## src/rtl/twl_pkg.sv

```systemverilog
package twl_pkg;
  typedef enum logic [1:0] {PH_IDLE, PH_TDI, PH_TMS, PH_TDO} bit_phase_t;
  typedef enum logic [1:0] {ES_IDLE, ES_PRE, ES_HOLD, ES_POST} esc_state_t;
endpackage

```

## src/rtl/twl_half_timer.sv

```systemverilog
module twl_half_timer #(
  parameter int HALF_CYC = 2
) (
  input  logic clk,
  input  logic rst_n,
  input  logic run,
  output logic tick
);
  localparam int CW = (HALF_CYC > 1) ? $clog2(HALF_CYC) : 1;
  localparam logic [CW-1:0] RELOAD = CW'(HALF_CYC - 1);

  logic [CW-1:0] cnt;

  assign tick = run && (cnt == '0);

  always_ff @(posedge clk or negedge rst_n) begin
    if (!rst_n)               cnt <= RELOAD;
    else if (!run || tick)    cnt <= RELOAD;
    else                      cnt <= cnt - 1'b1;
  end
endmodule

```

## src/rtl/twl_bit_fsm.sv

```systemverilog
module twl_bit_fsm
  import twl_pkg::*;
(
  input  logic clk,
  input  logic rst_n,
  input  logic start,
  input  logic tdi,
  input  logic tms,
  input  logic tick,
  input  logic line_in,
  input  logic res_ready,
  output logic busy,
  output logic res_valid,
  output logic res_tdo,
  output logic clk_o,
  output logic line_o,
  output logic line_oe
);
  bit_phase_t ph;
  logic hi, tms_q, samp;

  assign busy = (ph != PH_IDLE);

  always_ff @(posedge clk or negedge rst_n) begin
    if (!rst_n) begin
      ph <= PH_IDLE; hi <= 1'b0; tms_q <= 1'b0; samp <= 1'b0;
      clk_o <= 1'b0; line_o <= 1'b0; line_oe <= 1'b0;
      res_valid <= 1'b0; res_tdo <= 1'b0;
    end else begin
      if (res_valid && res_ready) res_valid <= 1'b0;
      if (start) begin
        ph <= PH_TDI; hi <= 1'b0; clk_o <= 1'b0;
        line_o <= ~tdi; line_oe <= 1'b1; tms_q <= tms;
      end else if (busy && tick) begin
        if (!hi) begin
          hi <= 1'b1; clk_o <= 1'b1;
          if (ph == PH_TDO) samp <= line_in;
        end else begin
          hi <= 1'b0; clk_o <= 1'b0;
          unique case (ph)
            PH_TDI: begin ph <= PH_TMS; line_o <= tms_q; end
            PH_TMS: begin ph <= PH_TDO; line_oe <= 1'b0; end
            PH_TDO: begin ph <= PH_IDLE; res_valid <= 1'b1; res_tdo <= samp; end
            default: ph <= PH_IDLE;
          endcase
        end
      end
    end
  end

  AST_RESULT_HELD: assert property (@(posedge clk) disable iff (!rst_n)
    (res_valid && !res_ready) |=> (res_valid && $stable(res_tdo)));
  AST_RELEASED_IN_RETURN: assert property (@(posedge clk) disable iff (!rst_n)
    (busy && clk_o && $past(line_oe) && !line_oe) |-> 1'b0);
endmodule

```

## src/rtl/twl_escape_gen.sv

```systemverilog
module twl_escape_gen
  import twl_pkg::*;
#(
  parameter int ESC_W = 4
) (
  input  logic             clk,
  input  logic             rst_n,
  input  logic             start,
  input  logic [ESC_W-1:0] len,
  input  logic             tick,
  output logic             busy,
  output logic             done,
  output logic             clk_o,
  output logic             line_o,
  output logic             line_oe
);
  esc_state_t st;
  logic [ESC_W-1:0] left;

  assign busy = (st != ES_IDLE);

  always_ff @(posedge clk or negedge rst_n) begin
    if (!rst_n) begin
      st <= ES_IDLE; left <= '0; done <= 1'b0;
      clk_o <= 1'b0; line_o <= 1'b0; line_oe <= 1'b0;
    end else begin
      done <= 1'b0;
      if (start) begin
        st <= ES_PRE; clk_o <= 1'b0; line_o <= 1'b1; line_oe <= 1'b1; left <= len;
      end else if (tick) begin
        unique case (st)
          ES_PRE:  begin st <= ES_HOLD; clk_o <= 1'b1; end
          ES_HOLD: begin
            if (left != '0) begin
              line_o <= ~line_o; left <= left - 1'b1;
            end else begin
              st <= ES_POST; clk_o <= 1'b0;
            end
          end
          ES_POST: begin st <= ES_IDLE; line_oe <= 1'b0; done <= 1'b1; end
          default: st <= ES_IDLE;
        endcase
      end
    end
  end

  AST_TOGGLE_CLOCK_HIGH: assert property (@(posedge clk) disable iff (!rst_n)
    (busy && $past(busy) && !$stable(line_o)) |-> clk_o);
endmodule

```

## src/rtl/twl_bit_sequencer.sv

```systemverilog
module twl_bit_sequencer #(
  parameter int HALF_CYC = 2,
  parameter int ESC_W    = 4
) (
  input  logic             clk,
  input  logic             rst_n,
  input  logic             en,
  input  logic             esc_go,
  input  logic [ESC_W-1:0] esc_len,
  input  logic             in_valid,
  output logic             in_ready,
  input  logic             in_tdi,
  input  logic             in_tms,
  output logic             out_valid,
  input  logic             out_ready,
  output logic             out_tdo,
  output logic             tckc,
  output logic             tmsc_o,
  output logic             tmsc_oe,
  input  logic             tmsc_i,
  output logic             link_sel
);
  logic tick, bit_busy, esc_busy, esc_done, esc_start, bit_start;
  logic b_clk, b_o, b_oe, e_clk, e_o, e_oe;

  assign esc_start = esc_go && !bit_busy && !esc_busy;
  assign in_ready  = link_sel && !bit_busy && !esc_busy && !esc_go && !out_valid;
  assign bit_start = in_valid && in_ready;

  twl_half_timer #(.HALF_CYC(HALF_CYC)) u_timer (
    .clk(clk), .rst_n(rst_n), .run(bit_busy || esc_busy), .tick(tick));

  twl_bit_fsm u_bit (
    .clk(clk), .rst_n(rst_n), .start(bit_start), .tdi(in_tdi), .tms(in_tms),
    .tick(tick), .line_in(tmsc_i), .res_ready(out_ready), .busy(bit_busy),
    .res_valid(out_valid), .res_tdo(out_tdo), .clk_o(b_clk), .line_o(b_o),
    .line_oe(b_oe));

  twl_escape_gen #(.ESC_W(ESC_W)) u_esc (
    .clk(clk), .rst_n(rst_n), .start(esc_start), .len(esc_len), .tick(tick),
    .busy(esc_busy), .done(esc_done), .clk_o(e_clk), .line_o(e_o), .line_oe(e_oe));

  assign tckc    = b_clk | e_clk;
  assign tmsc_oe = b_oe | e_oe;
  assign tmsc_o  = esc_busy ? e_o : b_o;

  always_ff @(posedge clk or negedge rst_n) begin
    if (!rst_n)                     link_sel <= 1'b0;
    else if (!en || esc_start)      link_sel <= 1'b0;
    else if (esc_done)              link_sel <= 1'b1;
  end

  AST_READY_NEEDS_SEL: assert property (@(posedge clk) disable iff (!rst_n)
    in_ready |-> link_sel);
  AST_ONE_OWNER: assert property (@(posedge clk) disable iff (!rst_n)
    !(bit_busy && esc_busy));
  AST_SEL_LOW_IN_ESC: assert property (@(posedge clk) disable iff (!rst_n)
    esc_busy |-> !link_sel);
  AST_DATA_STABLE_HIGH: assert property (@(posedge clk) disable iff (!rst_n)
    (tckc && $past(tckc) && bit_busy && $past(bit_busy)) |-> ($stable(tmsc_o) && $stable(tmsc_oe)));
endmodule

```

## config.mk

```make
export PLATFORM = sky130hd
export DESIGN_NAME = twl_bit_sequencer
export DESIGN_NICKNAME = d
export VERILOG_FILES = /design/src/rtl/twl_pkg.sv /design/src/rtl/twl_half_timer.sv /design/src/rtl/twl_bit_fsm.sv /design/src/rtl/twl_escape_gen.sv /design/src/rtl/twl_bit_sequencer.sv
export SDC_FILE = /design/constraint.sdc
export NUM_CORES = 1
export LEC_CHECK = 0
export BUFFER_PORTS_ARGS = -buffer_cell sky130_fd_sc_hd__buf_2
export CORE_UTILIZATION = 48
export DETAILED_ROUTE_END_ITERATION = 8
export PLACE_DENSITY = 0.79
export SYNTH_ARGS = -nofsm -noshare
export SYNTH_HDL_FRONTEND = slang
export SYNTH_SLANG_ARGS = --single-unit
```

## constraint.sdc

```tcl
create_clock -name clk -period 4.3 [get_ports clk]
set_input_delay 0.86 -clock clk [delete_from_list [all_inputs] [get_ports clk]]
set_output_delay 0.86 -clock clk [all_outputs]
set_load 0.01 [all_outputs]
```

# Yosys cells after proc, flatten, opt, wreduce, memory -nomap -nowiden

Index checks and enable logic that the tools add are counted.

Bits in registers: 21
Latch bits: 0
Bits in writable memories: 0
Memory bits (read-only): 0
Input port bits: 13
Output and inout port bits: 7
Logic and storage cells: 119
Memories kept: 0

$add $sub $neg: 2
Multiply operators: 0
Divide/modulo/power cells: 0
$lt $le $gt $ge: 0
Eq/ne operators: 7
Shift-type cells: 0
Muxes and demuxes: 46
Bitwise operators: 7
Reductions and logical operators: 41

Operators by type and width:

| cell                  | count |
|---|---|
| $mux W1               | 33 |
| $reduce_bool A2 Y1    | 11 |
| $mux W4               | 4 |
| $mux W2               | 6 |
| $reduce_and A3 Y1     | 4 |
| $logic_and A1 B1 Y1   | 10 |
| $eq A2 B2 Y1 const B  | 4 |
| $pmux W2 S2           | 2 |
| $reduce_and A4 Y1     | 2 |
| $logic_not A1 Y1      | 6 |
| $reduce_and A2 Y1     | 3 |
| $not A1 Y1            | 5 |
| $eq A2 B1 Y1 const B  | 2 |
| $reduce_bool A4 Y1    | 1 |
| $sub A4 B1 Y4 const B | 1 |
| $logic_or A1 B1 Y1    | 3 |
| $ne A3 B3 Y1 const B  | 1 |
| $reduce_bool A3 Y1    | 1 |
| $or A1 B1 Y1          | 2 |
| $pmux W1 S2           | 1 |
| $sub A1 B1 Y1 const B | 1 |

# Longest topological paths before layout

Gate-level depths: netlist (run 1).

Depth after elaboration: 9
Depth in mapped cells: 7
Depth with buffers taken out: 6

# Hierarchy

A second synthesis (run 1) with hierarchy kept.

Cells, all modules: 113
Area total of the unflattened synthesis: 1158.6 um^2

By module, submodules not included:

| module            | times used | cells each | area each (um^2) | sequential area each (um^2) |
|---|---|---|---|---|
| twl_escape_gen    | 1          | 60         | 550.5            | 250.2 |
| twl_bit_fsm       | 1          | 38         | 467.9            | 225.2 |
| twl_bit_sequencer | 1          | 12         | 96.3             | 25.0 |
| twl_half_timer    | 1          | 3          | 43.8             | 26.3 |

# Worst setup path after synthesis (run 1)

Ideal clock, no wire load.

Kind: in2out
Start point: input esc_go
End point: output in_ready
Data arrival time: 1.327 ns
Required time: 3.440 ns
Setup slack: 2.113 ns
Cell stages on the path: 2
Buffers on the path: 0
Cell sequence: and3b_2 > and3_4

Longest elaborated chain between the ends: 3

RTL lines:

| item                             | RTL line                | RTL |
|---|---|---|
| start: declaration               | twl_bit_sequencer.sv:8  | `input logic esc_go,` |
| $logic_not A1 Y1                 | twl_bit_sequencer.sv:27 | `assign in_ready = link_sel && !bit_busy && !esc_busy && !esc_go && !out_valid;` |
| $logic_and A1 B1 Y1 (2 in a row) | twl_bit_sequencer.sv:27 |  |
| end: declaration                 | twl_bit_sequencer.sv:11 | `output logic in_ready,` |

No other way between the ends.

# Worst setup path in the final report (run 1)

Start point: register u_esc.st[0]
End point: output in_ready

Longest elaborated chain between the ends: 5

RTL lines:

| item                             | RTL line                | RTL |
|---|---|---|
| start: declaration               | twl_escape_gen.sv:17    | `esc_state_t st;` |
| start signal: assignment         | twl_escape_gen.sv:24    | `st <= ES_IDLE; left <= '0; done <= 1'b0;` |
| start signal: assignment         | twl_escape_gen.sv:29    | `st <= ES_PRE; clk_o <= 1'b0; line_o <= 1'b1; line_oe <= 1'b1; left <= len;` |
| start signal: assignment         | twl_escape_gen.sv:32    | `ES_PRE: begin st <= ES_HOLD; clk_o <= 1'b1; end` |
| $reduce_bool A2 Y1               | twl_escape_gen.sv:20    | `assign busy = (st != ES_IDLE);` |
| $logic_not A1 Y1                 | twl_bit_sequencer.sv:27 |  |
| $logic_and A1 B1 Y1 (3 in a row) | twl_bit_sequencer.sv:27 |  |

No other way between the ends.

==> run_results.csv, run 1 <==
group,metric,value,unit
status,status,"finished clean",
route,route.detailed.drc,0,
sta,hold_viol,0,
logic_synthesis,ys_types,31,
route,dr.pass1.iters,4,
placement,io_buffers,19,
global_route,grt_pass1_vias,845,
cts,holdBufCountCts,0,
min_path,hold_path.class,"register to register",
cts,cts_tree,"built",
route,first_iter_violations,16,
finish,n_antenna_cell,0,
sta,setup_viol,0,
global_route,grt_overflow,0,
critical_path,worstPathArrival,1.78,ns
critical_path,critPathLaunchType,"register",
sta,tightest_slew,0.483,ns
cts,cts_setup_buffers,0,
placement,post-dp-hpwl,1620,microns
finish,fin_util,0.579,
sta,rsz0062_at_grt,"no",
critical_path,criticalPathCategory,"register to output pin",
sta,hold_ws,0.484,ns
floorplan,die_w,50.5,microns
logic_synthesis,yosysMostFrequentCell,"dfrtp_1",
sta,period_needed,2.64,ns
sta,finClkSkew,0.000977,ns
placement,dp_cells,151,
logic_synthesis,netlist_top_cells_count,"dfrtp_1, ha_1, nand2_1",
logic_synthesis,yosys-top-cells-area,"dfrtp_1, ha_1, a21oi_1, mux2i_1, nand2_1",
logic_synthesis,synth_async_sr_flop_share,1.00,
logic_synthesis,avgSynthCellArea,10.7,sq um
floorplan,coreArea,0.00221,sq mm
placement,pre_cts_ws,1.87,ns
cts,h-tree-depth,1,
cts,insertion_delay,0.30,ns
power,p_leak,0.641,nW
logic_synthesis,synth-main-ff-cell,"dfrtp_1",
cts,root_buffer,"clkbuf_4",
finish,largest-register,"u_esc.left",
floorplan,io_pins,20,
power,power_density,584,mW/mm^2
cts,clk_pin_slew,0.11,ns
finish,fill_cells,210,
finish,syn2layout_area_growth,13.5,%
route,avgViaCountPerCell,5.34,
logic_synthesis,ys_seq_area_frac,0.467,
placement,placed_area,0.00125,sq mm
critical_path,cp.required,3.44,ns
route,num_vias,827,
route,drtAntennaViolNets,0,
logic_synthesis,ys_ff_latch,21,
floorplan,initial_core_util,0.510,
finish,finalNonFillerCells,155,
global_route,grt_max_degree,22,
global_route,grt_pass1_wl,3720,microns
logic_synthesis,synth_top_area_cell,"dfrtp_1",
power,p_total,0.748,mW
logic_synthesis,synth_top_area_frac,0.444,
sta,fin_crit_sh,0.614,
power,ir_drop,310,uV
cts,cts_sinks,21,
global_route,grt_usage,0.196,
floorplan,die_area,0.00255,sq mm
placement,gp_congestion,0.772,
finish,finalNetCount,152,
floorplan,rows,17,
logic_synthesis,syn-cell-area,0.00113,sq mm
logic_synthesis,ys_warn_count,0,
logic_synthesis,synth-edff-count,0,
cts,ctsResizeCount,0,
route,wl_per_cell,13.6,microns
global_route,antenna_found_initial,0,
cts,clk_path_buf_depth,2,
route,wirelength,2110,microns
finish,finish.instance_area,0.00128,sq mm
sta,setup_tns,0,ns
sta,final_max_slew_viol_count,0,
logic_synthesis,synthCells,105,
finish,top_regs,"u_esc.left (4), u_bit.ph (2), u_esc.st (2)",
sta,max_freq,0.379,GHz
cts,cts_buffers,3,
sta,setup_slack,1.66,ns
finish,largest_reg_flops,4,
logic_synthesis,synthesis.nets,129,
run,cap_violations,0,
critical_path,crit_path_max_fanout,6,
critical_path,crit_path_end_kind,"output pin",
finish,drive_gt1_frac,0.268,
floorplan,die_h,50.5,microns
sta,max-slew-margin-rel,0.678,
-- worst max-delay path, stage by stage, from the launching register on --
cell,delay (ns)
dfrtp_1,0.43
inv_1,0.14
ha_1,0.29
and3b_2,0.26
and3_4,0.21
buf_2,0.13
-- cell families after synthesis --
| family | share of synthesized area |
|---|---|
| flops | 0.467 |
| mux | 0.0977 |
| simple gates | 0.143 |
| compound gates | 0.128 |
| buf+inv | 0.0344 |
| fa+ha+maj | 0.122 |
| xor+xnor | 0.00777 |
-- layout make-up --
| cell class | count | area, sq um | share of cell area |
|---|---|---|---|
| Clock buffer | 3 | 22.5 | 0.0176 |
| Clock inverter | 1 | 5.00 | 0.00391 |
| Inverter | 9 | 33.8 | 0.0264 |
| Multi-Input combinational cell | 74 | 562 | 0.439 |
| Sequential cell | 21 | 527 | 0.412 |
| Tap cell | 28 | 35.0 | 0.0274 |
| Timing Repair Buffer | 19 | 95.1 | 0.0743 |
-- power breakdown --
group	switching, mW	internal (mW)	total [mW]
registers	0.0539	0.264	0.317
logic	0.183	0.152	0.336
clock network	0.0599	0.0347	0.0946
total	0.297	0.451	0.748
-- worst paths after layout --
path,from,endpoint,slack [ns],cells past startpoint
max in group asynchronous,rst_n,u_timer.cnt,3.45,1
min in group asynchronous,rst_n,u_bit.samp,0.50,1
max reg2reg,u_esc.st[0],u_esc.left[1],2.36,6
min,u_esc.line_oe,u_esc.line_oe,0.48,1
min reg2reg,u_esc.line_oe,u_esc.line_oe,0.48,1
max,u_esc.st[0],in_ready,1.66,5
-- cells in the final DEF (no fill, tap or decap), types with 2 or more instances in the layout --
cell,instances
inv_1,9
clkbuf_4,3
ha_1,11
buf_2,19
mux2_1,3
nand3_1,3
o21ai_1,5
nand2_1,11
or2_2,2
nor2_1,6
dfrtp_1,20
a21oi_1,10
mux2i_1,5
-- per-layer routing --
metal | share of wire | vias up | track usage
met3 | 0.033 | 4 | 0.0273
li1 | - | 404 | -
met5 | 0 | - | 0
met2 | 0.51 | 17 | 0.360
met4 | 0.013 | 0 | 0.0833
met1 | 0.45 | 402 | 0.224
(Power assumes the default switching activity.)
==> inputs of run 2 (changes only) <==
- PLACE_DENSITY: 0.79 -> 0.82
- clock period: 4.3 -> 2.2 ns (I/O delays scaled with it)
==> run_results.csv, run 2 (synthesis gave the netlist of run 1 again) <==
group,metric,value,unit
status,status,"finished clean",
power,power_density,1150,mW/mm^2
route,avgViaCountPerCell,5.27,
finish,finalNonFillerCells,157,
finish,top_regs,"u_esc.left (4), u_bit.ph (2), u_esc.st (2)",
finish,fin_util,0.596,
finish,n_antenna_cell,0,
sta,setup_viol,0,
finish,largest_reg_flops,4,
global_route,grt_pass1_vias,820,
finish,fill_cells,197,
finish,largest-register,"u_esc.left",
global_route,grt_overflow,0,
floorplan,die_area,0.00255,sq mm
power,internal_power,0.927,mW
sta,hold_ws,0.0697,ns
cts,clk_path_buf_depth,2,
cts,clk_pin_slew,0.12,ns
critical_path,reg2reg_from,"u_esc.st[0]",
critical_path,crit_buf_inv,2,
power,power_switching,0.590,mW
route,dr_wl_met3,83,microns
cts,h-tree-depth,1,
finish,final_cell_mix,"dfrtp_1, buf_2, nand2_1",
floorplan,io_pins,20,
cts,insertion_delay,0.30,ns
finish,finish.instance_area,0.00132,sq mm
global_route,grt_usage,0.192,
route,wl_met2,1030,microns
sta,max-slew-margin-rel,0.690,
placement,gp_congestion,0.788,
power,seq_power_share,0.403,
cts,root_buffer,"clkbuf_4",
finish,multi_input_area,587,sq um
floorplan,die_h,50.5,microns
floorplan,die_w,50.5,microns
placement,io_buffers,19,
sta,setup_tns,0,ns
route,first_iter_violations,9,
finish,register_area,527,sq um
global_route,antenna_found_initial,0,
placement,post-dp-hpwl,1600,microns
sta,hold_viol,0,
route,wl_per_cell,13.1,microns
finish,finalNetCount,154,
critical_path,criticalPathCategory,"register to output pin",
cts,cts_sinks,21,
critical_path,cpLargestDelayFamily,"simple AND/OR/NAND/NOR gates",
critical_path,reg2regPathDepth,6,
cts,cts_buffers,3,
global_route,grt_max_degree,22,
critical_path,critPathLaunchType,"register",
route,met1_length,938,microns
power,p_comb_frac,0.474,
floorplan,coreArea,0.00221,sq mm
finish,drive_gt1_frac,0.287,
critical_path,path_cells,"inv_1 -> ha_4 -> and3b_2 -> and3_4 -> buf_2",
sta,max_freq,0.475,GHz
critical_path,regToRegSetupSlack,0.45,ns
critical_path,reg2reg_to,"u_bit.tms_q",
run,cap_violations,0,
power,p_leak,0.650,nW
sta,period_needed,2.11,ns
sta,final_max_slew_viol_count,0,
finish,final_common_cell,"dfrtp_1",
cts,cts_tree,"built",
finish,syn2layout_area_growth,17.0,%
critical_path,crit_path_end_kind,"output pin",
route,route.detailed.drc,0,
cts,holdBufCountCts,0,
power,swShare,0.389,
route,drtAntennaViolNets,0,
route,dr.pass1.iters,4,
route,highest_layer,"met4",
power,clkPwrFrac,0.122,
critical_path,cpPeakStageDelay,0.42,ns
sta,tightest_slew,0.465,ns
placement,placed_area,0.00126,sq mm
critical_path,cp_slowest_cell,"dfrtp_1",
global_route,grt_pass1_wl,3580,microns
power,ir_drop,717,uV
min_path,hold_path.class,"input pin to asynchronous set/reset pin",
floorplan,rows,17,
route,wirelength,2060,microns
route,num_vias,828,
sta,finClkSkew,0.00649,ns
critical_path,worstPathArrival,1.67,ns
floorplan,initial_core_util,0.510,
sta,fin_crit_sh,0.958,
critical_path,crit_path_max_fanout,6,
critical_path,cp.required,1.76,ns
placement,dp_cells,152,
[run 2: changes by cell type in the layout (fill, tap and decap cells not counted), sizes merged]
| cell | before | now |
|---|---|---|
| buf | 19 | 21 |
| clkbuf | 3 | 4 |
| clkinv | 1 | 0 |
[run 2: cell type report]
cell class                      instances  share of cell area
Multi-Input combinational cell         74               0.445
Clock buffer                            4              0.0199
Timing Repair Buffer                   21              0.0835
Inverter                                9              0.0256
Sequential cell                        21               0.399
Tap cell                               28              0.0266
[run 2: worst max path at each step]
stage / start / end / slack, ns / depth (start not counted)
after CTS: u_bit.ph[0] / in_ready / 0.01 / 5
after detailed placement: u_bit.ph[0] / in_ready / 0.37 / 5
after floorplan: u_bit.ph[0] / u_bit.tms_q / 0.52 / 6
after global routing: u_esc.st[0] / in_ready / -0.002 / 5
final: u_esc.st[0] / in_ready / 0.09 / 5
after global placement: u_bit.ph[0] / in_ready / 0.43 / 5
[run 2: layer usage]
metal	GRT usage	vias up
li1	-	407
met3	0.0545	2
met1	0.239	402
met4	0.0417	0
met5	0	-
met2	0.329	17
[run 2: timing repair]
item,in CTS,in global routing
resized for setup,0,4
setup endpoints to repair,0,1
setup buffers,0,1
[run 2: stage by stage]
step	total power, mW	setup WS (ns)
after floorplan	1.12	0.524
after global placement	1.25	0.429
after detailed placement	1.29	0.366
after CTS	1.48	0.00955
after global routing	1.66	-0.00240
final	1.52	0.0931
[run 2: power by group through the flow]
stage | combinational, mW | sequential, mW | clock, mW
floorplan | 0.522 | 0.599 | 0
global placement | 0.637 | 0.616 | 0
detailed placement | 0.669 | 0.623 | 0
CTS | 0.674 | 0.615 | 0.194
global route | 0.822 | 0.630 | 0.211
finish | 0.719 | 0.612 | 0.186
